**src/rtl/irq_steer_hub.sv**
```systemverilog
module irq_steer_hub #(
  parameter int NUM_IN   = 128,
  parameter int NUM_CHAN = 8,
  parameter int CHAN_ID  = 2,
  parameter int ADDR_W   = 10
) (
  input  logic                          clk,
  input  logic                          rst_n,
  input  logic [NUM_IN-1:0]             irq_in,
  input  logic                          bus_we,
  input  logic                          bus_re,
  input  logic [ADDR_W-1:0]             bus_addr,
  input  logic [31:0]                   bus_wdata,
  output logic [31:0]                   bus_rdata,
  output logic [(NUM_IN+63)/64-1:0]     irq_out
);
  localparam int R    = NUM_IN / 32;
  localparam int NOUT = (NUM_IN + 63) / 64;
  localparam int MDIS = 3 * R + 1;
  localparam int MSTA = 3 * R + 2;

  logic [NUM_CHAN-1:0] ctrl_q;
  logic [NUM_IN-1:0]   mask_q, set_q, pend;
  logic                mdis_q;
  logic [NOUT-1:0]     grp;
  logic [31:0]         rd_val;
  logic                aligned;
  int                  widx;
  logic                hit_ctrl, hit_mask, hit_set, hit_mdis;

  assign aligned  = (bus_addr[1:0] == 2'b00);
  assign widx     = int'(bus_addr[ADDR_W-1:2]);
  assign hit_ctrl = aligned && widx == 0;
  assign hit_mask = aligned && widx >= 1 && widx <= R;
  assign hit_set  = aligned && widx >= R + 1 && widx <= 2 * R;
  assign hit_mdis = aligned && widx == MDIS;

  assign pend = (irq_in | set_q) & mask_q;

  for (genvar k = 0; k < NOUT; k++) begin : g_grp
    localparam int LO = 64 * k;
    localparam int W  = (NUM_IN - LO >= 64) ? 64 : NUM_IN - LO;
    assign grp[k] = |pend[LO +: W];
  end

  always_ff @(posedge clk) begin
    if (!rst_n) begin
      ctrl_q <= '0;
      mask_q <= '0;
      set_q  <= '0;
      mdis_q <= 1'b0;
    end else if (bus_we) begin
      if (hit_ctrl) ctrl_q <= bus_wdata[NUM_CHAN-1:0];
      if (hit_mdis) mdis_q <= bus_wdata[0];
      for (int n = 0; n < R; n++) begin
        if (aligned && widx == 1 + n)     mask_q[(R-1-n)*32 +: 32] <= bus_wdata;
        if (aligned && widx == R + 1 + n) set_q[(R-1-n)*32 +: 32]  <= bus_wdata;
      end
    end
  end

  always_comb begin
    rd_val = '0;
    if (hit_ctrl) rd_val = 32'(ctrl_q);
    if (hit_mdis) rd_val = {31'd0, mdis_q};
    if (aligned && widx == MSTA) rd_val = 32'(grp);
    for (int n = 0; n < R; n++) begin
      if (aligned && widx == 1 + n)         rd_val = mask_q[(R-1-n)*32 +: 32];
      if (aligned && widx == R + 1 + n)     rd_val = set_q[(R-1-n)*32 +: 32];
      if (aligned && widx == 2 * R + 1 + n) rd_val = pend[(R-1-n)*32 +: 32];
    end
  end

  always_ff @(posedge clk) begin
    if (!rst_n) begin
      bus_rdata <= '0;
      irq_out   <= '0;
    end else begin
      bus_rdata <= bus_re ? rd_val : 32'd0;
      irq_out   <= (ctrl_q[CHAN_ID] && !mdis_q) ? grp : '0;
    end
  end


  gated_out_chk: assert property (@(posedge clk) disable iff (!rst_n)
    (!ctrl_q[CHAN_ID] || mdis_q) |=> (irq_out == '0));


  masked_quiet_chk: assert property (@(posedge clk) disable iff (!rst_n)
    (mask_q == '0) |=> (irq_out == '0));


  idle_rdata_chk: assert property (@(posedge clk) disable iff (!rst_n)
    !bus_re |=> (bus_rdata == 32'd0));


  no_stray_write_chk: assert property (@(posedge clk) disable iff (!rst_n)
    (bus_we && !(hit_ctrl || hit_mask || hit_set || hit_mdis)) |=>
      ($stable(ctrl_q) && $stable(mask_q) && $stable(set_q) && $stable(mdis_q)));


  mstat_empty_chk: assert property (@(posedge clk) disable iff (!rst_n)
    (bus_re && aligned && widx == MSTA && pend == '0) |=> (bus_rdata == 32'd0));
endmodule

```
**config.mk**
```make
export PLATFORM = sky130hd
export DESIGN_NAME = irq_steer_hub
export DESIGN_NICKNAME = d
export VERILOG_FILES = /design/src/rtl/irq_steer_hub.sv
export SDC_FILE = /design/constraint.sdc
export NUM_CORES = 1
export LEC_CHECK = 0
export ABC_AREA = 1
export CORE_UTILIZATION = 40
export DETAILED_ROUTE_END_ITERATION = 8
export HOLD_SLACK_MARGIN = 0.06
export SYNTH_ARGS = -nofsm -noshare
export SYNTH_HDL_FRONTEND = slang
export SYNTH_SLANG_ARGS = --single-unit
```
**constraint.sdc**
```tcl
create_clock -name clk -period 4.7 [get_ports clk]
set_clock_uncertainty 0.15 [all_clocks]
set_input_delay 0.705 -clock clk [delete_from_list [all_inputs] [get_ports clk]]
set_output_delay 0.705 -clock clk [all_outputs]
set_load 0.01 [all_outputs]
```
# --- Word level (Yosys, flattened, before mapping) ---
# Index checks and enable logic that the tools add are counted.
op_classes:
  eq_ne: 14
  muxes: 15
  bitwise: 2
  reduce_logical: 33
ops:
  columns: ["cell", "count"]
  rows:
  - ["32-bit two-way mux", 14]
  - ["128-bit AND", 1]
  - ["128-bit OR", 1]
  - ["64-bit OR reduction", 2]
  - ["8-bit by 5-bit equality test with 1-bit output, second input constant", 7]
  - ["8-bit by 4-bit equality test with 1-bit output, second input constant", 4]
  - ["32-bit zero test", 1]
  - ["2-bit AND reduction", 12]
  - ["8-bit by 3-bit equality test with 1-bit output, second input constant", 2]
  - ["1-bit logical AND", 16]
  - ["8-bit by 2-bit equality test with 1-bit output, second input constant", 1]
  - ["8-bit two-way mux", 1]
  - ["2-bit zero test", 1]
  - ["1-bit zero test", 1]
word_totals:
  regBits: 299
  input_bits: 174
  output_inout_bits: 34
  elab_cells: 76

# --- Depth between registers and ports, before layout ---
logic_depth:
  ltp_word: 17
  mapped_depth: 18
  depth_no_buf: 18

# --- Worst setup path before layout ---
# OpenSTA, ideal clock, no wires.
synth_path:
  path_kind: "input to register"
  from: "input port bus_addr[9]"
  to: "register bus_rdata[26]"
  setup_ns: 0.128
  t_arrival_ns: 2.040
  t_required_ns: 4.422
  path_slack_ns: 2.382
  path_stages: 13
  cell_sequence: "nor2_1 -> nand2_1 -> buf_4 -> nor3_2 -> nand2_2 -> buf_2 -> o22ai_1 -> a211oi_1 -> o2111ai_1 -> a21oi_1 -> o2111ai_1 -> nor2_1 -> nor2_1"
synth_via:
  elab_chain_cells: 15
synth_rtl:
  columns: ["element", "line", "source"]
  rows:
  - ["from (decl)", "12", "input logic [ADDR_W-1:0] bus_addr,"]
  - ["8-bit by 5-bit equality test with 1-bit output", "66", "if (aligned && widx == MSTA) rd_val = 32'(grp);"]
  - ["1-bit logical AND", "66", null]
  - ["32-bit two-way mux", "66", null]
  - ["32-bit two-way mux", "68", "if (aligned && widx == 1 + n) rd_val = mask_q[(R-1-n)*32 +: 32];"]
  - ["32-bit two-way mux", "69", "if (aligned && widx == R + 1 + n) rd_val = set_q[(R-1-n)*32 +: 32];"]
  - ["32-bit two-way mux", "70", "if (aligned && widx == 2 * R + 1 + n) rd_val = pend[(R-1-n)*32 +: 32];"]
  - ["32-bit two-way mux", "68", null]
  - ["32-bit two-way mux", "69", null]
  - ["32-bit two-way mux", "70", null]
  - ["32-bit two-way mux", "68", null]
  - ["32-bit two-way mux", "69", null]
  - ["32-bit two-way mux", "70", null]
  - ["32-bit two-way mux", "68", null]
  - ["32-bit two-way mux", "69", null]
  - ["32-bit two-way mux *", "70", null]
  - ["to (signal assigned)", "79", "bus_rdata <= bus_re ? rd_val : 32'd0;"]
  - ["to (decl)", "14", "output logic [31:0] bus_rdata,"]
# Mark *: on every way between the ends. The rest lies on a longest branch, timed or not.
# A chain may end at the register's enable or synchronous reset.

# --- Worst setup path after layout ---
layout_path:
  from: "input port bus_addr[7]"
  to: "register bus_rdata[2]"
layout_via:
  elab_chain_cells: 17
layout_rtl:
  columns: ["element", "line", "source"]
  rows:
  - ["32-bit zero test", "33", "assign hit_ctrl = aligned && widx == 0;"]
  - ["1-bit logical AND", "33", null]
  - ["8-bit two-way mux", "64", "if (hit_ctrl) rd_val = 32'(ctrl_q);"]
  - ["32-bit two-way mux", "65", "if (hit_mdis) rd_val = {31'd0, mdis_q};"]
  - ["32-bit two-way mux", "66", null]
  - ["32-bit two-way mux", "68", null]
  - ["32-bit two-way mux", "69", null]
  - ["32-bit two-way mux", "70", null]
  - ["32-bit two-way mux", "68", null]
  - ["32-bit two-way mux", "69", null]
  - ["32-bit two-way mux", "70", null]
  - ["32-bit two-way mux", "68", null]
  - ["32-bit two-way mux", "69", null]
  - ["32-bit two-way mux", "70", null]
  - ["32-bit two-way mux", "68", null]
  - ["32-bit two-way mux", "69", null]
  - ["32-bit two-way mux *", "70", null]
# Marked as above.

==> impl_results.md <==
- Status: completed
- Syn_nets: 2296
- Syn_area_per_cell: 6.78 sq um
- Critical path peak fanout: 14
- Crit-path leading delay family: simple AND/OR/NAND/NOR gates
- Count leader, synth: nor2_1
- Post-Place Cells: 2697
- Initial antenna violation count: 0
- Routability cong.: 0.909
- Area growth, synth to finish: 24.9%
- Slew @ Worst Pin: 1.00 ns
- Die Area: 36700 sq um
- PortBufs: 207
- # IOs: 208
- Max-Cap Viols: 0
- Largest area contributor in the netlist: dfxtp_1
- Post-DR wirelength/cell: 20.2 microns
- Worst Setup SP: bus_addr[7]
- Stages on worst setup path: 14
- Die height: 192 microns
- Critical Path Max Stage Delay: 0.46 ns
- Starting Density: 0.405
- Detailed-placement wirelength estimate: 38600 microns
- Vias in the first global route: 14655
- Vias post-DR: 15199
- Global-route wire length before repair: 83400 microns
- Seq/Total Area, Yosys: 0.416
- CTS root buffer: clkbuf_16
- Commonest cells in the netlist: nor2_1 (499), dfxtp_1 (299), nand2_1 (274)
- Core area: 35500 sq um
- Worst-path clk slew: 0.06 ns
- Chip width: 192 microns
- Clock sink count: 299
- Fraction of registers with async set/reset: 0
- CP endpoint kind: flop
- Total CTS buffers: 36
- Area fraction of the dominant cell type after synthesis: 0.416
- Ant diodes: 0
- Ranking of synthesized cells by area: dfxtp_1 (42%), nor2_1 (13%), o21ai_0 (8.0%), a21oi_1 (7.5%), nand2_1 (7.1%)
- Via density per instance: 5.51
- Post-CTS setup buffer count: 0
- Synth Warn #: 0
- Hold WC Path Type: reg2reg
- Fin. max-slew vios: 0
- Final period util: 0.722
- Post-cts resize count: 0
- CP dominant cell by count: nor2_1
- Hold slack: 0.307 ns
- Final Core Density: 0.507
- CTS HTree Levels: 2
- First-pass DRT Iterations: 5
- Compound-gate portion of the synthesized area: 0.240
- GRT Overall Usage: 0.302
- Reg2reg end: bus_rdata[0]
- Worst Hold End: ctrl_q[0]
- # setup viols final: 0
- Worst hold path stage count: 2
- WP data required: 4.94 ns
- Min-delay src: ctrl_q[0]
- VDD IR max: 0.000214 V
- ANT nets after route: 0
- Synth cell types: 31
- Cell row count: 69
- Drt initial violations: 1261
- Tmin final: 3.39 ns
- XOR/XNOR Fraction of Synth Area: 0
- R2r startpoint: set_q[18]
- Layout fillers: 3558
- Hold_buf cts: 0
- Remaining global-route overflow: 0
- Worst skew pair latency: 0.53 ns
- Synth Area in Adders: 0
- Post-Synth Simple-Gate Area: 0.250
- Cell area after synthesis: 14400 sq um
- CTS tree: done
- Crit path launch type: input pin
- Achievable Freq: 295 MHz
- Max_slew headroom: 0.331
- Nets: 2448
- Post-synthesis mux area share: 0
- Lkg Pwr: 6.57 nW
- Worst Reg2Reg Path Length in Cells: 16
- R2R Setup Slk: 2.18 ns
- WP data arrival: 3.64 ns
- Clock Tree Buf Depth: 3
- Synth Instances: 2122
- Residual DRC: 0
- Pwr dens: 319 nW/um^2
- Post-synth EDFFs: 0
- Dominant combinational cell family by area after synthesis: simple AND/OR/NAND/NOR gates
- Final-report hold violation count: 0
- Layout cells sized above 1: 0.0587
- Most used flip-flop cell after synthesis: dfxtp_1
- Critical Path, Cell by Cell: clkdlybuf4s50_1 > nor2_1 > nand2_1 > inv_1 > nand3_2 > inv_1 > nand2_1 > o211ai_1 > a221oi_2 > o2111ai_1 > nor2_1 > nand4_1 > nor2_1 > nor2_1
- Setup_tns: 0 ns
- Finished Layout Cells: 2760
- RSZ-0062 raised after global routing: false
- CP max-delay cell: clkdlybuf4s50_1
- CP Class: in2reg
- Routed wire length: 55700 microns
- Pin count of the biggest net entering global routing: 164
- Flops & latches, synth: 299
- Worst path bufs/invs: 3
- Fin area: 18000 sq um
- Post-place instance area: 16800 sq um
[how the worst max path moves through the flow]
stage	to
4_1_cts	bus_rdata[2]
3_3_place_gp	bus_rdata[2]
3_5_place_dp	bus_rdata[2]
5_1_grt	bus_rdata[2]
6_report	bus_rdata[2]
2_1_floorplan	bus_rdata[26]
[flip-flops by register name, summed over array words and instances, names as in the netlist]
signal / count
bus_rdata: 32
set_q: 128
ctrl_q: 8
mask_q: 128
mdis_q: 1
irq_out: 2
[report_power, final]
| group | total [mW] | internal, mW | leakage, nW | switching (mW) |
|---|---|---|---|---|
| combinational | 0.344 | 0.156 | 3.57 | 0.188 |
| sequential | 2.54 | 2.54 | 2.41 | 0.000887 |
| clock | 2.85 | 1.74 | 0.591 | 1.12 |
| total | 5.74 | 4.43 | 6.57 | 1.31 |
[worst reg2reg max path: cells and delay by family (launching register included)]
family           cells  cell delay (ns)
AO/OA/AOI/OAI        1             0.07
AND/OR/NAND/NOR     15             1.83
flip-flops           1             0.33
[metrics by stage]
step / setup slack (ns) / total power [mW]
after floorplan: 2.38 / 2.69
after global placement: 0.765 / 2.94
after detailed placement: 0.783 / 2.93
after CTS: 1.32 / 5.77
after global routing: 1.09 / 5.89
final: 1.31 / 5.74
[layout by cell type, fill, tap and decap left out, types with 20 or more instances in the layout]
cell type / Yosys / layout
nand4_1: 34 / 34
clkdlybuf4s50_1: 0 / 206
o22ai_1: 20 / 20
o2111ai_1: 31 / 31
inv_1: 202 / 201
buf_4: 10 / 31
nand3_1: 47 / 47
o21ai_0: 231 / 231
a211oi_1: 51 / 51
clkbuf_16: 0 / 37
dfxtp_1: 299 / 299
nor3_1: 20 / 20
nand2_1: 274 / 273
a21oi_1: 217 / 217
nor2_1: 499 / 498
[final cells by class]
type / instances / area [sq um] / area share
repair buffers: 239 / 2330 / 0.130
well taps: 461 / 577 / 0.0321
flip-flops and latches: 299 / 5990 / 0.333
multi-input cells: 1482 / 7070 / 0.393
clock inverters: 9 / 128 / 0.00710
clock buffers: 54 / 1070 / 0.0595
inverters: 216 / 812 / 0.0452
[cell families after synthesis]
group | count (synthesis)
AND/OR/NAND/NOR | 891
flip-flops | 299
AO/OA/AOI/OAI | 591
buffers and inverters | 341
[per-layer routing]
| metal | global-route usage | routed length, microns | up-vias |
|---|---|---|---|
| met3 | 0.0327 | 3520 | 147 |
| li1 | - | - | 7349 |
| met1 | 0.373 | 22800 | 7086 |
| met2 | 0.512 | 26200 | 617 |
| met4 | 0.168 | 3150 | 0 |
| met5 | 0 | 0 | - |
No activity file was read; power rests on OpenSTA's default activity.
